===== src/rtl/operand_resolver_pkg.sv =====
package operand_resolver_pkg;
  typedef enum logic [1:0] {
    KIND_REG = 2'd0,
    KIND_MEM = 2'd1,
    KIND_LIT = 2'd2,
    KIND_EXT = 2'd3
  } opKind_t;

  typedef struct packed {
    logic load;    // capture instruction, PC, SP
    logic selB;    // resolving the b operand
    logic commit;  // current operand resolves this cycle
  } ctrlStrobe_t;

  localparam int SEL_SP = 8;
  localparam int SEL_PC = 9;
  localparam int SEL_EX = 10;
endpackage


===== src/rtl/opd_ctrl.sv =====
module opd_ctrl
  import operand_resolver_pkg::*;
(
  input  logic        clk,
  input  logic        rstN,
  input  logic        start,
  input  logic        needWord,
  input  logic        fetchReady,
  output ctrlStrobe_t strobe,
  output logic        fetchValid,
  output logic        busy
);
  typedef enum logic [1:0] {ST_IDLE, ST_OPA, ST_OPB} state_t;
  state_t state;

  always_comb begin
    busy          = (state != ST_IDLE);
    fetchValid    = busy && needWord;
    strobe.load   = (state == ST_IDLE) && start;
    strobe.selB   = (state == ST_OPB);
    strobe.commit = busy && (!needWord || fetchReady);
  end

  always_ff @(posedge clk or negedge rstN) begin
    if (!rstN) begin
      state <= ST_IDLE;
    end else begin
      case (state)
        ST_IDLE: if (start) state <= ST_OPA;
        ST_OPA:  if (strobe.commit) state <= ST_OPB;
        ST_OPB:  if (strobe.commit) state <= ST_IDLE;
        default: state <= ST_IDLE;
      endcase
    end
  end
endmodule


===== src/rtl/opd_path.sv =====
module opd_path
  import operand_resolver_pkg::*;
#(
  parameter int DATA_W = 16,
  parameter int OPC_W  = 5,
  parameter int FLD_W  = 6,
  parameter int CYC_W  = 2
) (
  input  logic              clk,
  input  logic              rstN,
  input  ctrlStrobe_t       strobe,
  input  logic [DATA_W-1:0] instr,
  input  logic [DATA_W-1:0] pcIn,
  input  logic [DATA_W-1:0] spIn,
  output logic [2:0]        regRdIdx,
  input  logic [DATA_W-1:0] regRdData,
  input  logic [DATA_W-1:0] fetchData,
  output logic [DATA_W-1:0] fetchAddr,
  output logic              needWord,
  output logic [1:0]        aKind,
  output logic [3:0]        aSel,
  output logic [DATA_W-1:0] aVal,
  output logic [1:0]        bKind,
  output logic [3:0]        bSel,
  output logic [DATA_W-1:0] bVal,
  output logic [DATA_W-1:0] pcOut,
  output logic [DATA_W-1:0] spOut,
  output logic [CYC_W-1:0]  extraCyc,
  output logic              done
);
  localparam int B_LO = OPC_W;
  localparam int B_W  = FLD_W - 1;
  localparam int A_LO = OPC_W + B_W;
  localparam logic [DATA_W-1:0] LIT_BIAS = DATA_W'(33);

  logic [DATA_W-1:0] instrR, pcR, spR;
  logic [FLD_W-1:0]  field;
  logic              isExt;
  opKind_t           kind;
  logic [3:0]        sel;
  logic [DATA_W-1:0] val, pcNext, spNext;

  assign field     = strobe.selB ? {1'b0, instrR[B_LO +: B_W]} : instrR[A_LO +: FLD_W];
  assign isExt     = strobe.selB && (instrR[OPC_W-1:0] == '0);
  assign regRdIdx  = field[2:0];
  assign fetchAddr = pcR;
  assign pcOut     = pcR;
  assign spOut     = spR;

  always_comb begin
    kind     = KIND_REG;
    sel      = '0;
    val      = '0;
    needWord = 1'b0;
    pcNext   = pcR;
    spNext   = spR;
    if (isExt) begin
      kind = KIND_EXT;
      val  = DATA_W'(field);
    end else if (field[FLD_W-1]) begin
      kind = KIND_LIT;
      val  = DATA_W'(field) - LIT_BIAS;
    end else begin
      case (field[4:3])
        2'd0: sel = {1'b0, field[2:0]};
        2'd1: begin kind = KIND_MEM; val = regRdData; end
        2'd2: begin
          kind = KIND_MEM; needWord = 1'b1;
          val = fetchData + regRdData; pcNext = pcR + 1'b1;
        end
        default: begin
          case (field[2:0])
            3'd0: begin
              kind = KIND_MEM;
              if (strobe.selB) begin spNext = spR - 1'b1; val = spR - 1'b1; end
              else begin val = spR; spNext = spR + 1'b1; end
            end
            3'd1: begin kind = KIND_MEM; val = spR; end
            3'd2: begin
              kind = KIND_MEM; needWord = 1'b1;
              val = spR + fetchData; pcNext = pcR + 1'b1;
            end
            3'd3: sel = 4'(SEL_SP);
            3'd4: sel = 4'(SEL_PC);
            3'd5: sel = 4'(SEL_EX);
            3'd6: begin kind = KIND_MEM; needWord = 1'b1; val = fetchData; pcNext = pcR + 1'b1; end
            default: begin kind = KIND_LIT; needWord = 1'b1; val = fetchData; pcNext = pcR + 1'b1; end
          endcase
        end
      endcase
    end
  end

  always_ff @(posedge clk or negedge rstN) begin
    if (!rstN) begin
      instrR <= '0; pcR <= '0; spR <= '0; extraCyc <= '0; done <= 1'b0;
      aKind <= '0; aSel <= '0; aVal <= '0;
      bKind <= '0; bSel <= '0; bVal <= '0;
    end else begin
      done <= strobe.commit && strobe.selB;
      if (strobe.load) begin
        instrR <= instr; pcR <= pcIn; spR <= spIn; extraCyc <= '0;
      end else if (strobe.commit) begin
        pcR      <= pcNext;
        spR      <= spNext;
        extraCyc <= extraCyc + CYC_W'(needWord);
        if (strobe.selB) begin bKind <= kind; bSel <= sel; bVal <= val; end
        else begin aKind <= kind; aSel <= sel; aVal <= val; end
      end
    end
  end
endmodule


===== src/rtl/operand_resolver.sv =====
module operand_resolver
  import operand_resolver_pkg::*;
#(
  parameter int DATA_W = 16
) (
  input  logic              clk,
  input  logic              rstN,
  input  logic              start,
  input  logic [DATA_W-1:0] instr,
  input  logic [DATA_W-1:0] pcIn,
  input  logic [DATA_W-1:0] spIn,
  output logic [2:0]        regRdIdx,
  input  logic [DATA_W-1:0] regRdData,
  output logic              fetchValid,
  output logic [DATA_W-1:0] fetchAddr,
  input  logic              fetchReady,
  input  logic [DATA_W-1:0] fetchData,
  output logic [1:0]        aKind,
  output logic [3:0]        aSel,
  output logic [DATA_W-1:0] aVal,
  output logic [1:0]        bKind,
  output logic [3:0]        bSel,
  output logic [DATA_W-1:0] bVal,
  output logic [DATA_W-1:0] pcOut,
  output logic [DATA_W-1:0] spOut,
  output logic [1:0]        extraCyc,
  output logic              busy,
  output logic              done
);
  ctrlStrobe_t strobe;
  logic        needWord;

  opd_ctrl u_ctrl (
    .clk(clk), .rstN(rstN), .start(start), .needWord(needWord),
    .fetchReady(fetchReady), .strobe(strobe), .fetchValid(fetchValid), .busy(busy)
  );

  opd_path #(.DATA_W(DATA_W)) u_path (
    .clk(clk), .rstN(rstN), .strobe(strobe), .instr(instr), .pcIn(pcIn), .spIn(spIn),
    .regRdIdx(regRdIdx), .regRdData(regRdData), .fetchData(fetchData),
    .fetchAddr(fetchAddr), .needWord(needWord),
    .aKind(aKind), .aSel(aSel), .aVal(aVal), .bKind(bKind), .bSel(bSel), .bVal(bVal),
    .pcOut(pcOut), .spOut(spOut), .extraCyc(extraCyc), .done(done)
  );
endmodule


===== config.mk =====
export PLATFORM = sky130hd
export DESIGN_NAME = operand_resolver
export DESIGN_NICKNAME = d
export VERILOG_FILES = /design/src/rtl/operand_resolver_pkg.sv /design/src/rtl/opd_ctrl.sv /design/src/rtl/opd_path.sv /design/src/rtl/operand_resolver.sv
export SDC_FILE = /design/constraint.sdc
export NUM_CORES = 1
export LEC_CHECK = 0
export BUFFER_PORTS_ARGS = -buffer_cell sky130_fd_sc_hd__clkbuf_2
export CAP_MARGIN = 20
export CORE_MARGIN = 4
export CORE_UTILIZATION = 56
export CTS_CLUSTER_SIZE = 12
export DETAILED_ROUTE_END_ITERATION = 16
export MAX_ROUTING_LAYER = met4
export PLACE_DENSITY = 0.88
export SLEW_MARGIN = 20
export SYNTH_ARGS = -nofsm -noshare
export SYNTH_HDL_FRONTEND = slang
export SYNTH_SLANG_ARGS = --single-unit

===== constraint.sdc =====
create_clock -name clk -period 4.4 [get_ports clk]
set_clock_uncertainty 0.1 [all_clocks]
set_input_delay 0.22 -clock clk [delete_from_list [all_inputs] [get_ports clk]]
set_output_delay 0.22 -clock clk [all_outputs]
set_load 0.01 [all_outputs]

Word-level counts from Yosys, hierarchy flattened. Index checks and enable logic that the tools add are counted.

Add/subtract/negate cells: 7. $mul: 0. Divide/modulo/power cells: 0. Order comparisons: 0. Eq/ne operators: 18. Shift operators: 0. Multiplexer cells: 37. Bitwise operators: 2. Reduce and logical (&&, ||, !) cells: 25.

Operator list (count): $mux W16 (15); $pmux W16 S4 (1); $pmux W16 S3 (1); $add A16 B1 Y16 const B (2); $add A16 B16 Y16 (2); $pmux W16 S2 (1); $sub A16 B1 Y16 const B (1); $mux W2 (7); $pmux W4 S3 (1); $reduce_and A5 Y1 (2); $eq A3 B3 Y1 const B (3); $reduce_and A3 Y1 (3); $mux W4 (2); $ne A2 B2 Y1 const B (4); $pmux W2 S2 (2); $pmux W4 S2 (1); $sub A6 B6 Y7 const B (1); $eq A3 B2 Y1 const B (2); $mux W6 (1); $ne A2 B1 Y1 const B (3); $pmux W2 S3 (1); $reduce_bool A2 Y1 (3); $reduce_or A3 Y1 (2); $logic_and A1 B1 Y1 (5); other kinds (16) (23).

Register bits: 97. Bits in latches: 0. RAM bits: 0. ROM bits: 0. Input bits: 84. Output and inout port bits: 100. Word-level logic and storage cells: 101. Memories: 0.

Longest topological paths before layout.
Depth after elaboration: 13. Depth in mapped cells: 15. Depth with buffers taken out: 14.

Modules after synthesis. From an unflattened synthesis, not the netlist that was laid out.

Cells, all modules: 891. Area, all modules: 7529.7 µm².

Modules (own cells, without submodules): opd_path (times used 1, cells each 879, area each 7407.1 µm², seq. area each 2377.3 µm²); opd_ctrl (times used 1, cells each 12, area each 122.6 µm², seq. area each 50.0 µm²).

Least setup slack after synthesis. OpenSTA, ideal clock, no wires.

Kind: register -> register. Start point: register u_ctrl.state[0]. End point: register u_path.aVal[14]. Library setup time: 125 ps. Arrival: 3160 ps. Data required time: 4175 ps. Setup slack: 1016 ps. Cell stages (with the launch flop): 14. Buffers on the path: 2. Period minus slack after synthesis: 3384 ps. Path through: dfrtp_1 -> nand2b_1 -> buf_6 -> inv_6 -> mux2i_1 -> ha_1 -> ha_1 -> clkbuf_1 -> nor3_1 -> mux2_2 -> a221o_1 -> a211oi_1 -> a211oi_1 -> mux2_2.

Longest elaborated chain between the ends: 12. Elaborated cells between the ends (all ways): 34. Classes of those cells: 1 x add/sub; 8 x eq/ne; 10 x mux; 2 x bitwise; 13 x reduce/logical.

Ends and longest elaborated chain: from (decl) (RTL line opd_ctrl.sv:14) `state_t state;`; from (signal assigned) (RTL line opd_ctrl.sv:26) `state <= ST_IDLE;`; from (signal assigned) (RTL line opd_ctrl.sv:29) `ST_IDLE: if (start) state <= ST_OPA;`; from (signal assigned) (RTL line opd_ctrl.sv:30) `ST_OPA: if (strobe.commit) state <= ST_OPB;`; $eq A2 B2 Y1 (RTL line opd_ctrl.sv:20) `strobe.selB = (state == ST_OPB);`; $mux W6 (RTL line opd_path.sv:43) `assign field = strobe.selB ? {1'b0, instrR[B_LO +: B_W]} : instrR[A_LO +: FLD_W];`; $eq A3 B1 Y1, or another cell as far along (RTL line opd_path.sv:72) `case (field[2:0])`; $reduce_or A5 Y1 (no line); $mux W1 (RTL line opd_path.sv:72); $pmux W1 S2 (RTL line opd_path.sv:64) `case (field[4:3])`; $mux W1 (RTL line opd_path.sv:60) `end else if (field[FLD_W-1]) begin`; $mux W1 (RTL line opd_path.sv:57) `if (isExt) begin`; $logic_not A1 Y1 (RTL line opd_ctrl.sv:21) `strobe.commit = busy && (!needWord || fetchReady);`; $logic_or A1 B1 Y1 (RTL line opd_ctrl.sv:21); $logic_and A1 B1 Y1 (RTL line opd_ctrl.sv:21); $reduce_and A3 Y1 (no line); to (signal assigned) (RTL line opd_path.sv:108) `else begin aKind <= kind; aSel <= sel; aVal <= val; end`; to (decl) (RTL line opd_path.sv:22) `output logic [DATA_W-1:0] aVal,`.

Several ways; a longest one is shown, not always the timed one. A chain may end at the register's enable or synchronous reset.

Worst setup path in the final report.
Start point: register u_ctrl.state[0]. End point: register u_path.pcR[7], in the netlist u_path.fetchAddr[7].

Longest elaborated chain between the ends: 13. Elaborated cells between the ends (all ways): 34. Classes of those cells: 11 x eq/ne; 10 x mux; 13 x reduce/logical.

Ends and longest elaborated chain: $eq A2 B2 Y1 (RTL line opd_ctrl.sv:20); $mux W6 (RTL line opd_path.sv:43); $eq A3 B1 Y1, or another cell as far along (RTL line opd_path.sv:72); $reduce_or A5 Y1 (no line); $mux W1 (RTL line opd_path.sv:72); $pmux W1 S2 (RTL line opd_path.sv:64); $mux W1 (RTL line opd_path.sv:60); $mux W1 (RTL line opd_path.sv:57); $logic_not A1 Y1 (RTL line opd_ctrl.sv:21); $logic_or A1 B1 Y1 (RTL line opd_ctrl.sv:21); $logic_and A1 B1 Y1 (RTL line opd_ctrl.sv:21); $reduce_bool A2 Y1 (no line); $reduce_and A5 Y1 (no line); to (signal assigned) (RTL line opd_path.sv:104) `pcR <= pcNext;`; to (decl) (RTL line opd_path.sv:36) `logic [DATA_W-1:0] instrR, pcR, spR;`.

Several ways; a longest one is shown, not always the timed one. The select of a mux whose other input is x is not followed.

==> out/qor.csv <==
stage;metric;value;unit
power;static power due to leakage;4.32;nW
worst_setup_path;crit path from;u_ctrl.state[0];
yosys;mapped cell area;7890;um^2
yosys;Cell variety after synth;75;
yosys;syn avg cell area;8.40;um^2
routing;routed vias/inst;6.37;
place;Final GP Congestion;1.00;
worst_setup_path;Crit-path slowest cell;mux2i_1;
yosys;EDFF count, synth;0;
final_layout;antenna cells;0;
worst_setup_path;slowest stage delay, CP;0.60;ns
worst_setup_path;CP Class;flip-flop to flip-flop;
worst_setup_path;R2R cell count;11;
floorplanning;Core Box Area;13800;um^2
worst_setup_path;Critical Path End Type;flip-flop;
timing;total negative setup slack;0;ns
power;Combinational Power Share;0.620;
yosys;Synth Area in XOR/XNOR;0.0511;
timing;Worst-Margin Slew;0.816;ns
yosys;FF+latch count, synth;97;
worst_setup_path;reg2reg start;u_ctrl.state[0];
routing;Vias;8216;
floorplanning;# IOs;184;
timing;Max Fclk;0.247;GHz
worst_setup_path;startpoint class of the critical path;flip-flop;
routing;first-pass iteration count of the detailed router;6;
worst_setup_path;CP max FO;24;
place;post-DP HPWL;18.9;mm
final_layout;Multi-input gate area;5010;um^2
grt;initial antenna violation count;0;
routing;starting DRC count in detailed routing;1125;
min_path;Hold Crit Class;primary input to flip-flop;
floorplanning;Die ar.;16000;um^2
outcome;status;complete, no violations;
power;pwr dens;764;nW/um^2
clocking;CTS tree;done;
timing;WHS;0.00669;ns
clocking;CTS clk-pin slew, worst paths;0.08;ns
run;Max Cap Violations;0;
min_path;Worst Hold Depth;3;
power;Seq pwr share;0.257;
timing;max-slew violations;0;
timing;Final period util;0.922;
timing;Final min period;4.06;ns
yosys;Mapped Cells;939;
timing;PnR worst setup slack;0.344;ns
final_layout;area delta synth->final;19.3;%
floorplanning;Die Y-Extent;127;um
yosys;simple-gate area share of the yosys netlist;0.215;
worst_setup_path;critical path, cell by cell;nand2b_1, inv_6, mux2i_1, inv_1, ha_1, a211oi_1, o31ai_1, a211oi_1, nand3_2, or4_1, a31oi_1;
timing;# setup viols final;0;
power;Switch Pwr;0.00363;W
yosys;yosys warns;0;
yosys;Compound-Gate Fraction of Synth Area;0.224;
grt;number of global-route vias before repair;7973;
grt;gr usage total;0.317;
final_layout;share of layout cells above drive strength 1;0.237;
clocking;CTS sink cnt;97;
routing;Routed WL per cell;19.4;um
worst_setup_path;R2R Setup Slk;0.34;ns
power;clock network power share;0.124;
worst_setup_path;critical path required time;4.58;ns
yosys;post-synthesis mux area share;0.0641;
final_layout;final net count;1237;
yosys;Seq/Total Area, Yosys;0.308;
yosys;Post-synth ARST share;1.00;
power;worst vdd ir;361;uV
floorplanning;Die Span X;127;um
grt;largest net degree at the start of global routing;62;
clocking;clk_lat worst skew;0.36;ns
power;switch share;0.505;
final_layout;most common cell after layout, fill and taps aside;clkbuf_2;
routing;final wirelength;25.1;mm
floorplanning;Initial Utilization;0.570;
worst_setup_path;critical path arrival;4.24;ns
timing;RSZ-0062 raised after global routing;no;
final_layout;FF/Latch Area;2430;um^2
final_layout;most frequent cells in the layout;182 x clkbuf_2, 122 x nand2_1, 97 x dfrtp_1;
timing;Slew HR;0.454;
final_layout;FILL cells;1115;
yosys;syn_nets;1072;
clocking;CTS max path bufs;2;
clocking;number of gates resized after CTS;0;
clocking;Num CTS Buffers;9;
grt;Congestion Overflow GR;0;
clocking;H-tree Lvls;3;
power;Pint;0.00356;W
yosys;Top FF cell, synth;dfrtp_1;
routing;Antenna Violating Nets Remaining;0;
grt;first-pass GRT wire length;40.6;mm
worst_setup_path;cell mode on critical path;a211oi_1;
place;Placement Setup Slack;0.473;ns
routing;Post-route DRC;0;
yosys;Synth Area in Adders;0.0796;
place;Port Buffer Count;183;
min_path;HP Start;pcIn[9];
timing;Final Hold Fails;0;
yosys;largest family of logic cells by synthesized area;compound AO/OA/AOI/OAI gates;
floorplanning;row count;43;
clocking;Root Driver;clkbuf_16;
[metal layers]
metal	vias to the layer above	track usage	routed length, um	part of all wire
met2	470	0.498	11600	0.46
li1	3797	-	-	-
met5	-	-	0	0
met4	0	0.0972	499	0.020
met1	3904	0.428	10600	0.42
met3	45	0.0425	2350	0.094
[stage by stage]
stage | instances | area, um^2 | total power [W] | util
floorplan | 939 | 7890 | 0.00481 | -
global placement | 1245 | 8780 | 0.00605 | 0.635
detailed placement | 1245 | 8780 | 0.00615 | 0.635
CTS | 1289 | 9400 | 0.00708 | 0.680
global route | 1289 | 9410 | 0.00768 | 0.681
finish | 1289 | 9410 | 0.00719 | 0.681
[flip-flops by register name (all words and copies together) (netlist names)]
| name | flops |
|---|---|
| u_path.extraCyc | 2 |
| u_path.bVal | 16 |
| u_path.bSel | 4 |
| u_path.instrR | 16 |
| u_path.aKind | 2 |
| u_path.fetchAddr | 16 |
| u_path.bKind | 2 |
| u_path.spOut | 16 |
| u_ctrl.state | 2 |
| u_path.aSel | 4 |
| u_path.aVal | 16 |
| u_path.done | 1 |
[power groups by stage]
stage | Combinational [W] | Clock, W | Sequential (W)
after floorplan | 0.00307 | 0 | 0.00175
after global placement | 0.00423 | 0 | 0.00182
after detailed placement | 0.00432 | 0 | 0.00184
after CTS | 0.00436 | 0.000895 | 0.00182
after global routing | 0.00484 | 0.000933 | 0.00191
final | 0.00446 | 0.000889 | 0.00185
[layout make-up]
cell class,count,share of cell area
clock buffers,9,0.0239
multi-input cells,748,0.532
well taps,180,0.0239
repair buffers,228,0.141
clock inverters,7,0.0121
flip-flops and latches,97,0.258
inverters,20,0.00904
[cells in the mapped netlist (6+ instances only)]
master      n  share of area
buf_4      19          0.018
nor2_1     68          0.032
a221oi_1   11          0.012
or4_1       7         0.0067
nor2b_1     9         0.0071
xnor2_1    35          0.039
nand2b_1    8         0.0063
a22oi_1     6         0.0057
o211ai_1   11          0.010
or3_1      11         0.0087
nand3_1    25          0.016
inv_1      16         0.0076
mux2_4      8          0.015
ha_1       47          0.075
nand4_1    15          0.012
xor2_1     11          0.012
a221o_1     7         0.0089
nor4_1     11         0.0087
a21o_1     16          0.015
o21ai_0    54          0.034
a21oi_1    62          0.039
nor3_1     29          0.018
a31oi_1    19          0.015
dfrtp_1    97           0.31
o31ai_1    11          0.010
a211oi_1   13          0.012
mux2i_1     9          0.011
mux2_2     23          0.033
clkbuf_1   47          0.022
nand2_1   123          0.059
and3_1     14          0.011
[critical path: cells and delay by family, from the launching register on]
| family | cells | cell delay (ns) |
|---|---|---|
| fa+ha+maj | 1 | 0.26 |
| buf+inv | 2 | 0.42 |
| compound gates | 4 | 1.22 |
| simple gates | 3 | 0.91 |
| flops | 1 | 0.46 |
| mux | 1 | 0.60 |
[cell families (layout without fill, tap and decap cells)]
kind of cell,count (synthesis),in the layout
and+or+nand+nor,347,347
AOI/OAI and AO/OA,264,264
DFF,97,97
buffers and inverters,94,264
adders and majority gates,49,49
xor gates and xnor gates,46,46
muxes,42,42
[repair_timing]
item	4_1_cts	5_1_grt
hold endpoints to repair	87	0
hold buffers	28	0
buffers inserted	0	0
[final timing paths]
kind	to
worst max-delay path	u_path.fetchAddr[7]
worst min-delay path	u_path.fetchAddr[9]
worst max register to register	u_path.fetchAddr[7]
worst min register to register	u_path.instrR[0]
max in group asynchronous	u_path.spOut[12]
min in group asynchronous	u_path.bKind[0]
Power figures use the tool's default switching activity.
